**config.mk**
```make
export PLATFORM = sky130hd
export DESIGN_NAME = evt_prio_ctrl
export DESIGN_NICKNAME = d
export VERILOG_FILES = /design/src/rtl/evc_pkg.sv /design/src/rtl/evc_mapper.sv /design/src/rtl/evc_regs.sv /design/src/rtl/evc_core.sv /design/src/rtl/evt_prio_ctrl.sv
export SDC_FILE = /design/constraint.sdc
export NUM_CORES = 1
export LEC_CHECK = 0
export BUFFER_PORTS_ARGS = -buffer_cell sky130_fd_sc_hd__buf_2
export CORE_MARGIN = 2
export CORE_UTILIZATION = 24
export CTS_CLUSTER_DIAMETER = 60
export CTS_CLUSTER_SIZE = 28
export DETAILED_ROUTE_END_ITERATION = 6
export SLEW_MARGIN = 25
export SYNTH_ARGS = -nofsm -noshare
export SYNTH_HDL_FRONTEND = slang
export SYNTH_SLANG_ARGS = --single-unit
```
**constraint.sdc**
```tcl
create_clock -name clk -period 2.9 [get_ports clk]
set_input_delay 0 -clock clk [delete_from_list [all_inputs] [get_ports clk]]
set_output_delay 0 -clock clk [all_outputs]
set_load 0.02 [all_outputs]
```
**src/rtl/evc_pkg.sv**
```systemverilog
`timescale 1ns/1ps
package evc_pkg;
    localparam int NUM_LVL  = 16;
    localparam int LVL_W    = 4;
    localparam int NUM_CORE = 7;
    localparam int GP_FIRST = 7;
    localparam int RSVD_LVL = 4;
    localparam int ADDR_W   = 6;

    typedef logic [NUM_LVL-1:0] lvl_vec_t;

    localparam lvl_vec_t NOMASK = lvl_vec_t'(16'h001F);

    localparam logic [ADDR_W-1:0] A_MASK = 6'h10;
    localparam logic [ADDR_W-1:0] A_EN   = 6'h11;
    localparam logic [ADDR_W-1:0] A_PEND = 6'h12;
    localparam logic [ADDR_W-1:0] A_INSV = 6'h13;
    localparam logic [ADDR_W-1:0] A_MAP  = 6'h20;

    typedef struct packed {
        logic             valid;
        logic [LVL_W-1:0] level;
    } pick_t;

    typedef enum logic [2:0] {
        SEL_VEC, SEL_MASK, SEL_EN, SEL_PEND, SEL_INSV, SEL_MAP, SEL_NONE
    } reg_sel_t;

    // most urgent (lowest-numbered) set bit
    function automatic pick_t first_set(lvl_vec_t v);
        pick_t p;
        p = '0;
        for (int i = NUM_LVL - 1; i >= 0; i--) begin
            if (v[i]) begin
                p.valid = 1'b1;
                p.level = LVL_W'(i);
            end
        end
        return p;
    endfunction

    function automatic lvl_vec_t onehot(logic [LVL_W-1:0] l);
        return lvl_vec_t'(1) << l;
    endfunction

    function automatic lvl_vec_t at_or_above(logic [LVL_W-1:0] l);
        lvl_vec_t r;
        for (int i = 0; i < NUM_LVL; i++) r[i] = (i <= int'(l));
        return r;
    endfunction

    function automatic logic [LVL_W-1:0] dflt_map(int s);
        if (s < 4)       return LVL_W'(GP_FIRST);
        else if (s == 4) return LVL_W'(GP_FIRST + 1);
        else             return LVL_W'(GP_FIRST + 4);
    endfunction

    function automatic logic map_ok(logic [LVL_W-1:0] l);
        return int'(l) >= GP_FIRST;
    endfunction

    function automatic reg_sel_t decode_addr(logic [ADDR_W-1:0] a, int nsrc);
        if (int'(a) < NUM_LVL)                        return SEL_VEC;
        else if (a == A_MASK)                         return SEL_MASK;
        else if (a == A_EN)                           return SEL_EN;
        else if (a == A_PEND)                         return SEL_PEND;
        else if (a == A_INSV)                         return SEL_INSV;
        else if (a >= A_MAP && int'(a - A_MAP) < nsrc) return SEL_MAP;
        else                                          return SEL_NONE;
    endfunction
endpackage

```
**src/rtl/evc_mapper.sv**
```systemverilog
`timescale 1ns/1ps
module evc_mapper
    import evc_pkg::*;
#(
    parameter int NUM_SRC = 8
) (
    input  logic [NUM_SRC-1:0]       req,
    input  logic [NUM_SRC-1:0]       src_en,
    input  logic [NUM_SRC*LVL_W-1:0] map_flat,
    output lvl_vec_t                 gp_raise
);
    lvl_vec_t hit [NUM_SRC];

    for (genvar s = 0; s < NUM_SRC; s++) begin : g_src
        assign hit[s] = (req[s] && src_en[s]) ? onehot(map_flat[s*LVL_W +: LVL_W]) : '0;
    end

    always_comb begin
        gp_raise = '0;
        for (int s = 0; s < NUM_SRC; s++) gp_raise = gp_raise | hit[s];
    end
endmodule

```
**src/rtl/evc_regs.sv**
```systemverilog
`timescale 1ns/1ps
module evc_regs
    import evc_pkg::*;
#(
    parameter int NUM_SRC = 8,
    parameter int VEC_W   = 32
) (
    input  logic                     clk,
    input  logic                     rst,
    input  logic                     wr,
    input  logic [ADDR_W-1:0]        addr,
    input  logic [VEC_W-1:0]         wdata,
    output logic [VEC_W-1:0]         rdata,
    input  lvl_vec_t                 pend,
    input  lvl_vec_t                 insv,
    input  logic [LVL_W-1:0]         sel_lvl,
    output logic [VEC_W-1:0]         sel_vec,
    output lvl_vec_t                 eff_mask,
    output logic [NUM_SRC-1:0]       src_en,
    output logic [NUM_SRC*LVL_W-1:0] map_flat
);
    localparam int SRC_W = $clog2(NUM_SRC);

    logic [VEC_W-1:0]   vec_q [NUM_LVL];
    lvl_vec_t           mask_q;
    logic [NUM_SRC-1:0] en_q;
    logic [LVL_W-1:0]   map_q [NUM_SRC];
    reg_sel_t           sel;

    assign sel = decode_addr(addr, NUM_SRC);

    always_ff @(posedge clk) begin
        if (rst) begin
            for (int i = 0; i < NUM_LVL; i++) vec_q[i] <= '0;
            for (int s = 0; s < NUM_SRC; s++) map_q[s] <= dflt_map(s);
            mask_q <= '0;
            en_q   <= '0;
        end else if (wr) begin
            case (sel)
                SEL_VEC:  vec_q[addr[LVL_W-1:0]] <= wdata;
                SEL_MASK: mask_q <= wdata[NUM_LVL-1:0] & ~NOMASK;
                SEL_EN:   en_q   <= wdata[NUM_SRC-1:0];
                SEL_MAP:  if (map_ok(wdata[LVL_W-1:0])) map_q[addr[SRC_W-1:0]] <= wdata[LVL_W-1:0];
                default:  ;
            endcase
        end
    end

    assign eff_mask = mask_q | NOMASK;
    assign src_en   = en_q;
    assign sel_vec  = vec_q[sel_lvl];

    for (genvar s = 0; s < NUM_SRC; s++) begin : g_map
        assign map_flat[s*LVL_W +: LVL_W] = map_q[s];

        map_range_chk: assert property (@(posedge clk) disable iff (rst)
            int'(map_q[s]) >= GP_FIRST);
    end

    always_comb begin
        case (sel)
            SEL_VEC:  rdata = vec_q[addr[LVL_W-1:0]];
            SEL_MASK: rdata = VEC_W'(eff_mask);
            SEL_EN:   rdata = VEC_W'(en_q);
            SEL_PEND: rdata = VEC_W'(pend);
            SEL_INSV: rdata = VEC_W'(insv);
            SEL_MAP:  rdata = VEC_W'(map_q[addr[SRC_W-1:0]]);
            default:  rdata = '0;
        endcase
    end
endmodule

```
**src/rtl/evc_core.sv**
```systemverilog
`timescale 1ns/1ps
module evc_core
    import evc_pkg::*;
#(
    parameter int VEC_W = 32
) (
    input  logic                clk,
    input  logic                rst,
    input  logic [NUM_CORE-1:0] core_evt,
    input  lvl_vec_t            gp_raise,
    input  lvl_vec_t            eff_mask,
    input  logic                evt_ret,
    input  logic [VEC_W-1:0]    sel_vec,
    output logic [LVL_W-1:0]    sel_lvl,
    output lvl_vec_t            pend_q,
    output lvl_vec_t            insv_q,
    output logic                disp_valid,
    output logic [LVL_W-1:0]    disp_level,
    output logic [VEC_W-1:0]    disp_vector
);
    lvl_vec_t core_raise, raise, go_bit, ret_bit;
    pick_t    cand, cur;
    logic     go;

    always_comb begin
        core_raise = '0;
        for (int i = 0; i < NUM_CORE; i++)
            if (i != RSVD_LVL) core_raise[i] = core_evt[i];
    end

    assign raise = core_raise | gp_raise;

    always_comb begin
        cand = first_set(pend_q & eff_mask);
        cur  = first_set(insv_q);
        go   = cand.valid && (!cur.valid || cand.level < cur.level);
    end

    assign sel_lvl = cand.level;
    assign go_bit  = go ? onehot(cand.level) : '0;
    assign ret_bit = (evt_ret && cur.valid) ? onehot(cur.level) : '0;

    always_ff @(posedge clk) begin
        if (rst) begin
            pend_q      <= '0;
            insv_q      <= '0;
            disp_valid  <= 1'b0;
            disp_level  <= '0;
            disp_vector <= '0;
        end else begin
            pend_q     <= (pend_q & ~go_bit) | raise;
            insv_q     <= (insv_q & ~ret_bit) | go_bit;
            disp_valid <= go;
            if (go) begin
                disp_level  <= cand.level;
                disp_vector <= sel_vec;
            end
        end
    end


    nest_order_chk: assert property (@(posedge clk) disable iff (rst)
        disp_valid |-> (($past(insv_q) & at_or_above(disp_level)) == '0));


    disp_marks_chk: assert property (@(posedge clk) disable iff (rst)
        disp_valid |-> insv_q[disp_level]);


    rsvd_idle_chk: assert property (@(posedge clk) disable iff (rst)
        !pend_q[RSVD_LVL] && !insv_q[RSVD_LVL]);


    mask_obey_chk: assert property (@(posedge clk) disable iff (rst)
        disp_valid |-> (($past(eff_mask) & onehot(disp_level)) != '0));


    ret_clear_chk: assert property (@(posedge clk) disable iff (rst)
        (evt_ret && cur.valid) |=> !insv_q[$past(cur.level)]);
endmodule

```
**src/rtl/evt_prio_ctrl.sv**
```systemverilog
`timescale 1ns/1ps
module evt_prio_ctrl
    import evc_pkg::*;
#(
    parameter int NUM_SRC = 8,
    parameter int VEC_W   = 32
) (
    input  logic                clk,
    input  logic                rst,
    input  logic [NUM_SRC-1:0]  periph_req,
    input  logic [NUM_CORE-1:0] core_evt,
    input  logic                evt_ret,
    input  logic                reg_wr,
    input  logic [ADDR_W-1:0]   reg_addr,
    input  logic [VEC_W-1:0]    reg_wdata,
    output logic [VEC_W-1:0]    reg_rdata,
    output logic                disp_valid,
    output logic [LVL_W-1:0]    disp_level,
    output logic [VEC_W-1:0]    disp_vector,
    output logic [NUM_LVL-1:0]  in_service
);
    lvl_vec_t                 gp_raise, eff_mask, pend_q, insv_q;
    logic [NUM_SRC-1:0]       src_en;
    logic [NUM_SRC*LVL_W-1:0] map_flat;
    logic [LVL_W-1:0]         sel_lvl;
    logic [VEC_W-1:0]         sel_vec;

    evc_mapper #(.NUM_SRC(NUM_SRC)) u_mapper (
        .req(periph_req), .src_en(src_en), .map_flat(map_flat), .gp_raise(gp_raise)
    );

    evc_regs #(.NUM_SRC(NUM_SRC), .VEC_W(VEC_W)) u_regs (
        .clk(clk), .rst(rst), .wr(reg_wr), .addr(reg_addr), .wdata(reg_wdata),
        .rdata(reg_rdata), .pend(pend_q), .insv(insv_q), .sel_lvl(sel_lvl),
        .sel_vec(sel_vec), .eff_mask(eff_mask), .src_en(src_en), .map_flat(map_flat)
    );

    evc_core #(.VEC_W(VEC_W)) u_core (
        .clk(clk), .rst(rst), .core_evt(core_evt), .gp_raise(gp_raise),
        .eff_mask(eff_mask), .evt_ret(evt_ret), .sel_vec(sel_vec), .sel_lvl(sel_lvl),
        .pend_q(pend_q), .insv_q(insv_q), .disp_valid(disp_valid),
        .disp_level(disp_level), .disp_vector(disp_vector)
    );

    assign in_service = insv_q;
endmodule

```
==> reports/summary.log <==
[timing] Slew Limit Fails 0
[placement] IO Port Bufs 140
[setup_path] maximum fanout count along the critical path 6
[synthesis] post-synth top area share 45.3%
[placement] weighted congestion reported at the end of routability-driven placement 0.906
[drt] vias per cell 5.48
[clock_network] clock network latency to the later pin of the worst-skew pair 0.69 ns
[cells_and_area] number of fillers in the final layout 15089
[synthesis] proportion of synthesized flip-flops having asynchronous set or reset 0%
[global_routing] wire length of the first global-routing pass 207 mm
[timing] worst-margin pin slew 0.879 ns
[synthesis] flip-flop cell with the highest count after synthesis sky130_fd_sc_hd__edfxtp_1
[power] leakage power of the design 15.4 nW
[synthesis] Seq/Total Area, Yosys 50.2%
[synthesis] warning count from the yosys run 0
[setup_path] critical path buffer and inverter count 3
[global_routing] total routing usage reported by global routing 18.4%
[clock_network] clock root buffer sky130_fd_sc_hd__clkbuf_16
[clock_network] TritonCTS clock tree done
[timing] Finish-stage setup viols 13
[run] max-capacitance violation count 0
[setup_path] critical path data arrival time 3.51 ns
[synthesis] synthesized instance count 3287
[synthesis] mean cell area of the mapped netlist 11.0 sq um
[synthesis] Post-synth top cells sky130_fd_sc_hd__edfxtp_1 (544), sky130_fd_sc_hd__and2_1 (543), sky130_fd_sc_hd__nand2_1 (356)
[die] full die area 153000 sq um
[cells_and_area] fraction of final layout cells sized beyond drive strength 1 23.6%
[cells_and_area] Syn-to-layout area delta 22.2%
[timing] setup_tns -0.217 ns
[die] number of top-level design ports 142
[worst_hold_path] worst min-delay path startpoint periph_req[3]
[setup_path] FF-to-FF path depth 15
[setup_path] type of destination of the critical path register
[synthesis] number of distinct standard cells referenced by the synthesized netlist 65
[synthesis] post-synth net total 3347
[clock_network] CTS H-Tree Depth 2
[setup_path] worst reg2reg path startpoint u_core.insv_q[14]
[timing] RSZ-0062 raised after global routing true
[timing] Clock Skew 0.0428 ns
[worst_hold_path] type of the tightest min-delay check in2reg
[die] initial cell density of the core 24.1%
[setup_path] capture point of the worst reg-to-reg path u_core.disp_vector[6]
[run_status] outcome finished with violations
[die] Die Span X 391 um
[synthesis] most frequently used cell type in the post-synthesis netlist sky130_fd_sc_hd__edfxtp_1
[drt] number of iterations in the first detailed-routing pass 7
[die] area of the placeable core 149000 sq um
[drt] DRC violation count after routing 2
[power] areal power density over the cells 546 nW/um^2
[placement] minimum setup slack after placement -0.0984 ns
[drt] Post-Route WL 148 mm
[synthesis] cell type with the largest total area after synthesis sky130_fd_sc_hd__edfxtp_1
[placement] number of placed instances with taps included 5360
[die] height of the die 391 um
[power] total power after layout 0.0241 W
[synthesis] synthesized flop and latch total 632
[timing] Slew Limit Headroom 39.9%
[drt] iteration-0 DRC count of the detailed router 4451
[setup_path] slowest library cell on the worst path sky130_fd_sc_hd__dfxtp_4
[drt] Routed Antenna Nets 0
[worst_hold_path] Worst Hold Path Cells 5
[timing] highest clock frequency the design can meet 0.339 GHz
[timing] post-layout min period 2.95 ns
[clock_network] Clock Sinks 632
[clock_network] maximum clock insertion buffer count 3
[run_status] failing checks design-rule violations, negative setup slack
[setup_path] Setup crit start kind register
[setup_path] delay contributed by the slowest stage of the critical path 0.38 ns
[timing] part of the cycle the worst path needs 102%
[clock_network] post-CTS clock slew at the launch and capture registers of the worst setup and hold paths 0.09 ns
[drt] DR vias 30371
[setup_path] required time at the endpoint of the critical path 3.45 ns
[drt] routed length per instance 26.8 um
[setup_path] CP delay by family, top compound AO/OA/AOI/OAI gates
[global_routing] antenna violations before repair 15
[setup_path] startpoint-to-endpoint class of the critical path reg2reg
[clock_network] total CTS buffers 57
[setup_path] cells traversed along the worst timing path nor2_4, o31ai_4, a211oi_2, nor3_2, o31a_1, inv_2, ha_4, a211oi_4, nor2b_4, o21a_1, inv_2, nand2_8, clkbuf_16, nor2_2, a2111oi_2
[power] highest ir drop seen on vdd 549 uV
[global_routing] global-route congestion overflow total 0
[synthesis] number of enable flip-flop cells after synthesis 544
[global_routing] pin count of the biggest net entering global routing 123
[worst_hold_path] hold endpoint u_core.pend_q[3]
[setup_path] cell repeated most along the worst path sky130_fd_sc_hd__inv_2
[setup_path] flop-to-flop setup slack -0.05 ns
[synthesis] top post-synthesis cells by area sky130_fd_sc_hd__edfxtp_1 (45%), sky130_fd_sc_hd__mux4_2 (11%), sky130_fd_sc_hd__and2_1 (9.4%), sky130_fd_sc_hd__dfxtp_1 (4.9%), sky130_fd_sc_hd__nand2_1 (3.7%)
[timing] hold violation count in the final report 0
[die] number of rows created at floorplan 142
[synthesis] Netlist Area Pre-Place 36000 sq um
[placement] detailed placement HPWL 92.8 mm
[cells_and_area] count of nets after finishing 3531
[cells_and_area] number of standard cells in the final layout excluding fillers 5540
[timing] final setup slack of the worst path -0.0537 ns
[global_routing] via count of the first global-routing pass 28509
worst max path at each step:
stage	slack, ns	cells past startpoint	start	end
6_report	-0.05	15	u_core.insv_q[14]	u_core.disp_vector[6]
5_1_grt	-0.15	16	u_core.insv_q[11]	u_core.disp_vector[23]
4_1_cts	0.003	10	u_core.pend_q[14]	u_core.disp_vector[23]
3_5_place_dp	-0.1	10	u_core.pend_q[11]	u_core.pend_q[9]
3_3_place_gp	-0.1	10	u_core.pend_q[11]	u_core.pend_q[9]
2_1_floorplan	0.02	15	u_core.pend_q[1]	u_core.pend_q[4]
cell type report:
class	count	area (sq um)	area share [%]
tap	2016	2520	5.73
antenna	6	15.0	0.0341
sequential	632	18100	41.2
timing repair buffer	432	3970	9.03
multi-input combinational	2336	17300	39.3
clock buffer	62	1460	3.31
inverter	12	46.3	0.105
clock inverter	44	579	1.32
tightest hold or removal path: stages:
cell,delay [ns]
sky130_fd_sc_hd__buf_2,0.12
sky130_fd_sc_hd__nand2_1,0.11
sky130_fd_sc_hd__nor3_1,0.12
sky130_fd_sc_hd__a31oi_1,0.19
sky130_fd_sc_hd__a31oi_1,0.09
cells in the final DEF, fill, tap and decap left out, types with 43 or more instances in the layout:
| cell | count |
|---|---|
| sky130_fd_sc_hd__and2_1 | 541 |
| sky130_fd_sc_hd__nand3_1 | 218 |
| sky130_fd_sc_hd__a221o_1 | 65 |
| sky130_fd_sc_hd__clkbuf_16 | 65 |
| sky130_fd_sc_hd__nand2_1 | 349 |
| sky130_fd_sc_hd__mux2i_1 | 65 |
| sky130_fd_sc_hd__buf_2 | 136 |
| sky130_fd_sc_hd__buf_4 | 176 |
| sky130_fd_sc_hd__mux4_2 | 171 |
| sky130_fd_sc_hd__edfxtp_1 | 544 |
| sky130_fd_sc_hd__o21ai_0 | 70 |
| sky130_fd_sc_hd__o211ai_1 | 43 |
| sky130_fd_sc_hd__dfxtp_1 | 77 |
| sky130_fd_sc_hd__dlygate4sd3_1 | 43 |
| sky130_fd_sc_hd__a311oi_1 | 50 |
| sky130_fd_sc_hd__o22ai_1 | 59 |
| sky130_fd_sc_hd__nor2_1 | 170 |
| sky130_fd_sc_hd__buf_12 | 60 |
| sky130_fd_sc_hd__a21oi_1 | 115 |
| sky130_fd_sc_hd__nand4_1 | 52 |
routing by layer:
metal  global-route usage, %  vias up  wire length, um
met5                       0        -               44
met4                    6.49        6             5850
met3                    3.32      342            16800
met2                    28.8     2183            67100
met1                    25.2    15125            58600
li1                        -    12715                -
sequential cells by signal (all words and copies together), names as in the netlist:
signal              count
u_core.disp_level       4
u_core.disp_vector     32
u_regs.mask_q          11
u_core.pend_q          16
u_regs.vec_q          512
u_core.disp_valid       1
u_regs.map_q           32
u_regs.src_en           8
u_core.insv_q          16
kinds of logic after synthesis:
group	Yosys count	synth area share, %
AO/OA/AOI/OAI	581	11.9
AND/OR/NAND/NOR	1516	21.7
multiplexers	236	12.5
adder cells (fa/ha/maj)	3	0.104
flip-flops	632	50.2
buffers and inverters	319	3.58
where the power goes:
group / leakage (nW) / total, W / switching (W) / internal, W
sequential: 5.91 / 0.0109 / 0.000517 / 0.0104
combinational: 8.52 / 0.00480 / 0.00296 / 0.00184
clock: 0.976 / 0.00834 / 0.00423 / 0.00411
total: 15.4 / 0.0241 / 0.00771 / 0.0163
metrics by stage:
| step | area [sq um] | utilization [%] | hold slack, ns |
|---|---|---|---|
| 6_report | 44000 | 29.5 | 0.0224 |
| 3_5_place_dp | 40600 | 27.2 | 0.303 |
| 3_3_place_gp | 40600 | 27.2 | 0.304 |
| 5_1_grt | 44000 | 29.5 | 0.0523 |
| 4_1_cts | 43100 | 28.9 | 0.00290 |
| 2_1_floorplan | 36100 | - | 0.133 |
timing repair:
| action | 4_1_cts | 5_1_grt |
|---|---|---|
| cloned | 0 | 9 |
| pin swaps | 0 | 44 |
| hold buffers | 43 | 0 |
| buffers inserted | 0 | 16 |
| endpoints found under the setup margin | 2 | 46 |
| endpoints found under the hold margin | 572 | 0 |
| resized for setup | 3 | 111 |
Power figures use the tool's default switching activity.
